### src/rtl/bb_pkg.sv
package bb_pkg;
    localparam int unsigned DATA_W = 32;
    localparam int unsigned LANES  = DATA_W / 8;
    localparam int unsigned POS_W  = $clog2(DATA_W);

    typedef enum logic [1:0] {
        SZ_BYTE     = 2'd0,
        SZ_HALF     = 2'd1,
        SZ_WORD     = 2'd2,
        SZ_WORD_ALT = 2'd3
    } bb_size_e;

    typedef enum logic [1:0] {
        ST_IDLE,
        ST_FETCH,
        ST_STORE,
        ST_REPLY
    } bb_state_e;
endpackage

### src/rtl/bb_addr_decode.sv
module bb_addr_decode
    import bb_pkg::*;
#(
    parameter int unsigned ADDR_W   = 32,
    parameter int unsigned WIN_BITS = 25,
    parameter int unsigned SHIFT    = 5,
    parameter logic [ADDR_W-1:0] BASE = 32'h2000_0000
) (
    input  logic [ADDR_W-1:0] addr,
    input  bb_size_e          size,
    output logic [ADDR_W-1:0] unit_addr,
    output logic [POS_W-1:0]  bit_pos,
    output logic [LANES-1:0]  be
);
    localparam logic [ADDR_W-1:0] WIN_MASK = ADDR_W'((64'd1 << WIN_BITS) - 1);

    logic [ADDR_W-1:0] tgt;
    logic [POS_W-1:0]  idx;

    assign tgt = BASE | ((addr & WIN_MASK) >> SHIFT);
    assign idx = addr[POS_W+1:2];

    always_comb begin
        unique case (size)
            SZ_BYTE: begin
                unit_addr = tgt;
                bit_pos   = {tgt[1:0], idx[2:0]};
                be        = LANES'(1) << tgt[1:0];
            end
            SZ_HALF: begin
                unit_addr = {tgt[ADDR_W-1:1], 1'b0};
                bit_pos   = {tgt[1], idx[3:0]};
                be        = tgt[1] ? 4'b1100 : 4'b0011;
            end
            default: begin
                unit_addr = {tgt[ADDR_W-1:2], 2'b00};
                bit_pos   = idx;
                be        = '1;
            end
        endcase
    end
endmodule

### src/rtl/bb_bit_merge.sv
module bb_bit_merge
    import bb_pkg::*;
(
    input  logic [DATA_W-1:0] word,
    input  logic [POS_W-1:0]  pos,
    input  logic              set_val,
    output logic [DATA_W-1:0] merged,
    output logic              bit_val
);
    for (genvar i = 0; i < DATA_W; i++) begin : g_bit
        assign merged[i] = (pos == POS_W'(i)) ? set_val : word[i];
    end
    assign bit_val = word[pos];
endmodule

### src/rtl/bb_seq.sv
module bb_seq
    import bb_pkg::*;
(
    input  logic      clk,
    input  logic      rst_n,
    input  logic      s_req,
    input  logic      s_we,
    input  logic      m_ready,
    output bb_state_e state,
    output logic      accept,
    output logic      fetch_ack,
    output logic      s_ready,
    output logic      m_req,
    output logic      m_we
);
    bb_state_e nxt;
    logic      we_q;

    always_comb begin
        nxt = state;
        unique case (state)
            ST_IDLE:  if (s_req)   nxt = ST_FETCH;
            ST_FETCH: if (m_ready) nxt = we_q ? ST_STORE : ST_REPLY;
            ST_STORE: if (m_ready) nxt = ST_REPLY;
            ST_REPLY: nxt = ST_IDLE;
        endcase
    end

    always_ff @(posedge clk) begin
        if (!rst_n) begin
            state <= ST_IDLE;
            we_q  <= 1'b0;
        end else begin
            state <= nxt;
            if (accept) we_q <= s_we;
        end
    end

    always_comb begin
        accept    = 1'b0;
        fetch_ack = 1'b0;
        s_ready   = 1'b0;
        m_req     = 1'b0;
        m_we      = 1'b0;
        unique case (state)
            ST_IDLE:  accept = s_req;
            ST_FETCH: begin
                m_req     = 1'b1;
                fetch_ack = m_ready;
            end
            ST_STORE: begin
                m_req = 1'b1;
                m_we  = 1'b1;
            end
            ST_REPLY: s_ready = 1'b1;
        endcase
    end

    a_r6_ready_pulse: assert property (@(posedge clk) disable iff (!rst_n)
        s_ready |=> !s_ready);
    a_r7_hold_cmd: assert property (@(posedge clk) disable iff (!rst_n)
        (m_req && !m_ready) |=> (m_req && $stable(m_we)));
    a_r7_reply_after_store: assert property (@(posedge clk) disable iff (!rst_n)
        (m_req && m_we && m_ready) |=> s_ready);
    a_r6_no_accept_busy: assert property (@(posedge clk) disable iff (!rst_n)
        m_req |-> !accept);
endmodule

### src/rtl/bb_alias_bridge.sv
module bb_alias_bridge
    import bb_pkg::*;
#(
    parameter int unsigned ADDR_W   = 32,
    parameter int unsigned WIN_BITS = 25,
    parameter int unsigned SHIFT    = 5,
    parameter logic [ADDR_W-1:0] BASE = 32'h2000_0000
) (
    input  logic              clk,
    input  logic              rst_n,
    input  logic              s_req,
    input  logic              s_we,
    input  logic [1:0]        s_size,
    input  logic [ADDR_W-1:0] s_addr,
    input  logic [31:0]       s_wdata,
    output logic              s_ready,
    output logic [31:0]       s_rdata,
    output logic              m_req,
    output logic              m_we,
    output logic [ADDR_W-1:0] m_addr,
    output logic [3:0]        m_be,
    output logic [31:0]       m_wdata,
    input  logic              m_ready,
    input  logic [31:0]       m_rdata
);
    bb_state_e         state;
    logic              accept, fetch_ack;
    logic [ADDR_W-1:0] addr_q;
    bb_size_e          size_q;
    logic              wbit_q, rbit_q;
    logic [DATA_W-1:0] wword_q, merged;
    logic [POS_W-1:0]  pos;
    logic              bit_val;
    logic [LANES-1:0]  be;
    logic              wd_bit;

    assign wd_bit = (s_wdata & 32'h1) != 32'h0;

    bb_seq u_seq (
        .clk(clk), .rst_n(rst_n), .s_req(s_req), .s_we(s_we), .m_ready(m_ready),
        .state(state), .accept(accept), .fetch_ack(fetch_ack),
        .s_ready(s_ready), .m_req(m_req), .m_we(m_we)
    );

    bb_addr_decode #(.ADDR_W(ADDR_W), .WIN_BITS(WIN_BITS), .SHIFT(SHIFT), .BASE(BASE)) u_dec (
        .addr(addr_q), .size(size_q), .unit_addr(m_addr), .bit_pos(pos), .be(be)
    );

    bb_bit_merge u_merge (
        .word(m_rdata), .pos(pos), .set_val(wbit_q), .merged(merged), .bit_val(bit_val)
    );

    always_ff @(posedge clk) begin
        if (!rst_n) begin
            addr_q  <= '0;
            size_q  <= SZ_WORD;
            wbit_q  <= 1'b0;
            rbit_q  <= 1'b0;
            wword_q <= '0;
        end else begin
            if (accept) begin
                addr_q <= s_addr;
                size_q <= bb_size_e'(s_size);
                wbit_q <= wd_bit;
            end
            if (fetch_ack) begin
                rbit_q  <= bit_val;
                wword_q <= merged;
            end
        end
    end

    assign m_be    = be;
    assign m_wdata = wword_q;
    assign s_rdata = {31'b0, rbit_q};

    a_r7_addr_stable: assert property (@(posedge clk) disable iff (!rst_n)
        (m_req && !m_ready) |=> ($stable(m_addr) && $stable(m_wdata)));
    a_r5_byte_one_lane: assert property (@(posedge clk) disable iff (!rst_n)
        (m_req && size_q == SZ_BYTE) |-> ($countones(m_be) == 1));
    a_r5_half_two_lanes: assert property (@(posedge clk) disable iff (!rst_n)
        (m_req && size_q == SZ_HALF) |-> (!m_addr[0] && (m_be == 4'b0011 || m_be == 4'b1100)));
    a_r2_word_aligned: assert property (@(posedge clk) disable iff (!rst_n)
        (m_req && size_q[1]) |-> (m_addr[1:0] == 2'b00 && m_be == 4'hF));
endmodule

### config.mk
export PLATFORM = sky130hd
export DESIGN_NAME = bb_alias_bridge
export DESIGN_NICKNAME = d
export VERILOG_FILES = /design/src/rtl/bb_pkg.sv /design/src/rtl/bb_addr_decode.sv /design/src/rtl/bb_bit_merge.sv /design/src/rtl/bb_seq.sv /design/src/rtl/bb_alias_bridge.sv
export SDC_FILE = /design/constraint.sdc
export NUM_CORES = 1
export LEC_CHECK = 0
export BUFFER_PORTS_ARGS = -buffer_cell sky130_fd_sc_hd__clkbuf_2
export CAP_MARGIN = 0
export CORE_MARGIN = 2
export CORE_UTILIZATION = 48
export DETAILED_ROUTE_END_ITERATION = 16
export GPL_ROUTABILITY_DRIVEN = 1
export HOLD_SLACK_MARGIN = 0.1
export PLACE_DENSITY = 0.86
export SYNTH_ARGS = -nofsm -noshare
export SYNTH_HDL_FRONTEND = slang
export SYNTH_SLANG_ARGS = --single-unit
### constraint.sdc
create_clock -name clk -period 2.5 [get_ports clk]
set_clock_uncertainty 0.15 [all_clocks]
set_input_delay 0.25 -clock clk [delete_from_list [all_inputs] [get_ports clk]]
set_output_delay 0.25 -clock clk [all_outputs]
set_load 0.03 [all_outputs]
==> impl_metrics.env <==
export IMPL_crit_type="register to output port"
export IMPL_vias=3619
export IMPL_drtAntennaViolNets=0
export IMPL_critPathCaptureType="output port"
export IMPL_synthArstFlopShare_pct=0
export IMPL_netlist_top_cells_count="93 x nand2_1, 64 x buf_4, 62 x dfxtp_1"
export IMPL_syn_area_um2=3630
export IMPL_report_final_slew_viol_count=0
export IMPL_timing_final_hold_violations=0
export IMPL_numCtsBuffers=9
export IMPL_viasPerCell=5.13
export IMPL_power_per_cell_area_nw_per_um2=908
export IMPL_layoutNonFillerInstCount=706
export IMPL_antenna_found_initial=0
export IMPL_drt_pass1_iter_count=4
export IMPL_yosys_area_top_type_share_pct=34.2
export IMPL_dieArea_um2=8280
export IMPL_synth_edf_count=0
export IMPL_grt_pass1_wl_um=16900
export IMPL_yosysMostFrequentCell="nand2_1"
export IMPL_ys_seq_area_share_pct=34.2
export IMPL_ys_flop_type="dfxtp_1"
export IMPL_port_buffers=122
export IMPL_rsz0062_at_grt="no"
export IMPL_globalplace_congestion=0.895
export IMPL_post_route_drc_count=0
export IMPL_worst_skew_pair_late_latency_ns=0.34
export IMPL_synth_largest_area_cell="dfxtp_1"
export IMPL_cts_root_buf="clkbuf_8"
export IMPL_die_y_um=91.0
export IMPL_start_kind="register"
export IMPL_ys_seq_elements=62
export IMPL_fp_dieW_um=91.0
export IMPL_syn_to_final_growth_pct=29.4
export IMPL_yosysWarnings=0
export IMPL_cts_max_level=3
export IMPL_peakVddDrop_mv=0.587
export IMPL_cts_sink_count=62
export IMPL_overflow=0
export IMPL_status="completed"
export IMPL_clk_pin_slew_ns=0.07
export IMPL_worst_pin_slew_ns=0.699
export IMPL_drt_initial_drc_count=181
export IMPL_arrival_ns=1.93
export IMPL_io_pins=206
export IMPL_fmax_ghz=0.429
export IMPL_dp_hpwl_um=6720
export IMPL_core_area_um2=7290
export IMPL_period_needed_ns=2.33
export IMPL_leakage_nw=2.09
export IMPL_place_area_um2=3980
export IMPL_num_antenna_cells=0
export IMPL_hold_class="primary input to register"
export IMPL_power_total_mw=4.27
export IMPL_dp_cells=638
export IMPL_cts_tree="built"
export IMPL_grt_pass1_vias=3560
export IMPL_syn_avg_cell_area_um2=7.86
export IMPL_final_net_count=710
export IMPL_cap_violations=0
export IMPL_crit_fanout=17
export IMPL_finalSetupViolCount=0
export IMPL_start_util_pct=49.8
export IMPL_synth_area_top_cells="dfxtp_1 34%, buf_4 13%, nand2_1 9.6%"
export IMPL_wl_per_cell_um=15.0
export IMPL_grt_max_degree=47
export IMPL_max_slew_margin_pct=53.3
export IMPL_drive_above_1_share_pct=27.7
export IMPL_cts_buffer_depth=2
export IMPL_routed_wl_um=10600
export IMPL_design_area_um2=4700
export IMPL_syn_inst=462
export IMPL_synth_distinct_cells=36
export IMPL_required_ns=2.10
export IMPL_fp_row_count=31
export IMPL_timing_final_crit_share_pct=93.3
export IMPL_setup_tns_ns=0
export IMPL_grt_util_all_layers_pct=25.5
==> power breakdown <==
part	switching (mW)	internal, mW
Clock	0.388	0.510
Sequential	0.188	1.21
Combinational	1.32	0.647
==> routing by layer <==
metal  global-route usage [%]  routed length, um
met1                     28.9               4070
met2                     44.8               5240
met3                     6.72               1010
met4                     11.2                258
met5                        0                  0
==> what timing repair did <==
| action | CTS | global route |
|---|---|---|
| hold buffers | 52 | 0 |
| gates resized for setup | 0 | 1 |
| setup endpoints to repair | 0 | 1 |
| hold endpoints to repair | 51 | 0 |
| buffers inserted | 0 | 0 |
==> critical path, cell delays in order, from the launching register on <==
cell and delay [ns]:
dfxtp_1 0.71, nor3b_1 0.55, nor2_1 0.11, clkbuf_2 0.21
==> sequential cells by signal, summed over array words and instances (netlist names) <==
name,cells
size_q,2
u_seq.we_q,1
m_wdata,32
addr_q,23
u_seq.state,2
rbit_q,1
wbit_q,1
==> cells by family (layout without fill, tap and decap cells) <==
family / after synthesis / in the layout / synth area share [%]
fa+ha+maj: 5 / 5 / 1.72
compound gates: 79 / 79 / 14.2
buf+inv: 101 / 205 / 18.0
mux: 21 / 21 / 7.95
flops: 62 / 62 / 34.2
other cells: 2 / 43 / 0.207
simple gates: 192 / 192 / 23.8
==> path summary, 6_finish.rpt <==
check	from	cells after the start	slack (ns)	endpoint
worst max-delay path	addr_q[5]$_SDFFE_PN0P_	3	0.17	m_be[2]
worst min-delay path	m_rdata[12]	3	0.11	m_wdata[12]$_SDFFE_PN0P_
worst max register to register	u_seq.state[0]$_SDFFE_PN0P_	6	0.35	size_q[1]$_SDFFE_PN1P_
worst min register to register	wbit_q$_SDFFE_PN0P_	2	0.30	wbit_q$_SDFFE_PN0P_
==> cell type report <==
class,instances,area [um2]
sequential,62,1240
tap,99,124
clock buffer,12,155
timing repair buffer,185,1230
multi-input combinational,340,1890
fill,600,2590
clock inverter,4,45.0
inverter,4,15.0
==> through the flow <==
step	setup slack [ns]	util (%)	hold slack [ns]
2_1_floorplan	0.161	-	0.172
3_3_place_gp	0.477	54.6	0.293
3_5_place_dp	0.463	54.6	0.297
4_1_cts	0.0644	64.4	0.110
5_1_grt	0.0908	64.5	0.128
6_report	0.168	64.5	0.114
==> placed cells by master, fill, tap and decap left out, drive strengths merged, types with 7 or more instances in the layout <==
cell type	instances
nor2	53
a21oi	28
conb	43
nor3	7
mux2i	12
o21ai	14
nand2	93
nand3	19
buf	11
dlygate4sd3	52
a211oi	9
dfxtp	62
a311oi	24
clkbuf	134
Note: power is estimated with default switching activity, not from simulation.
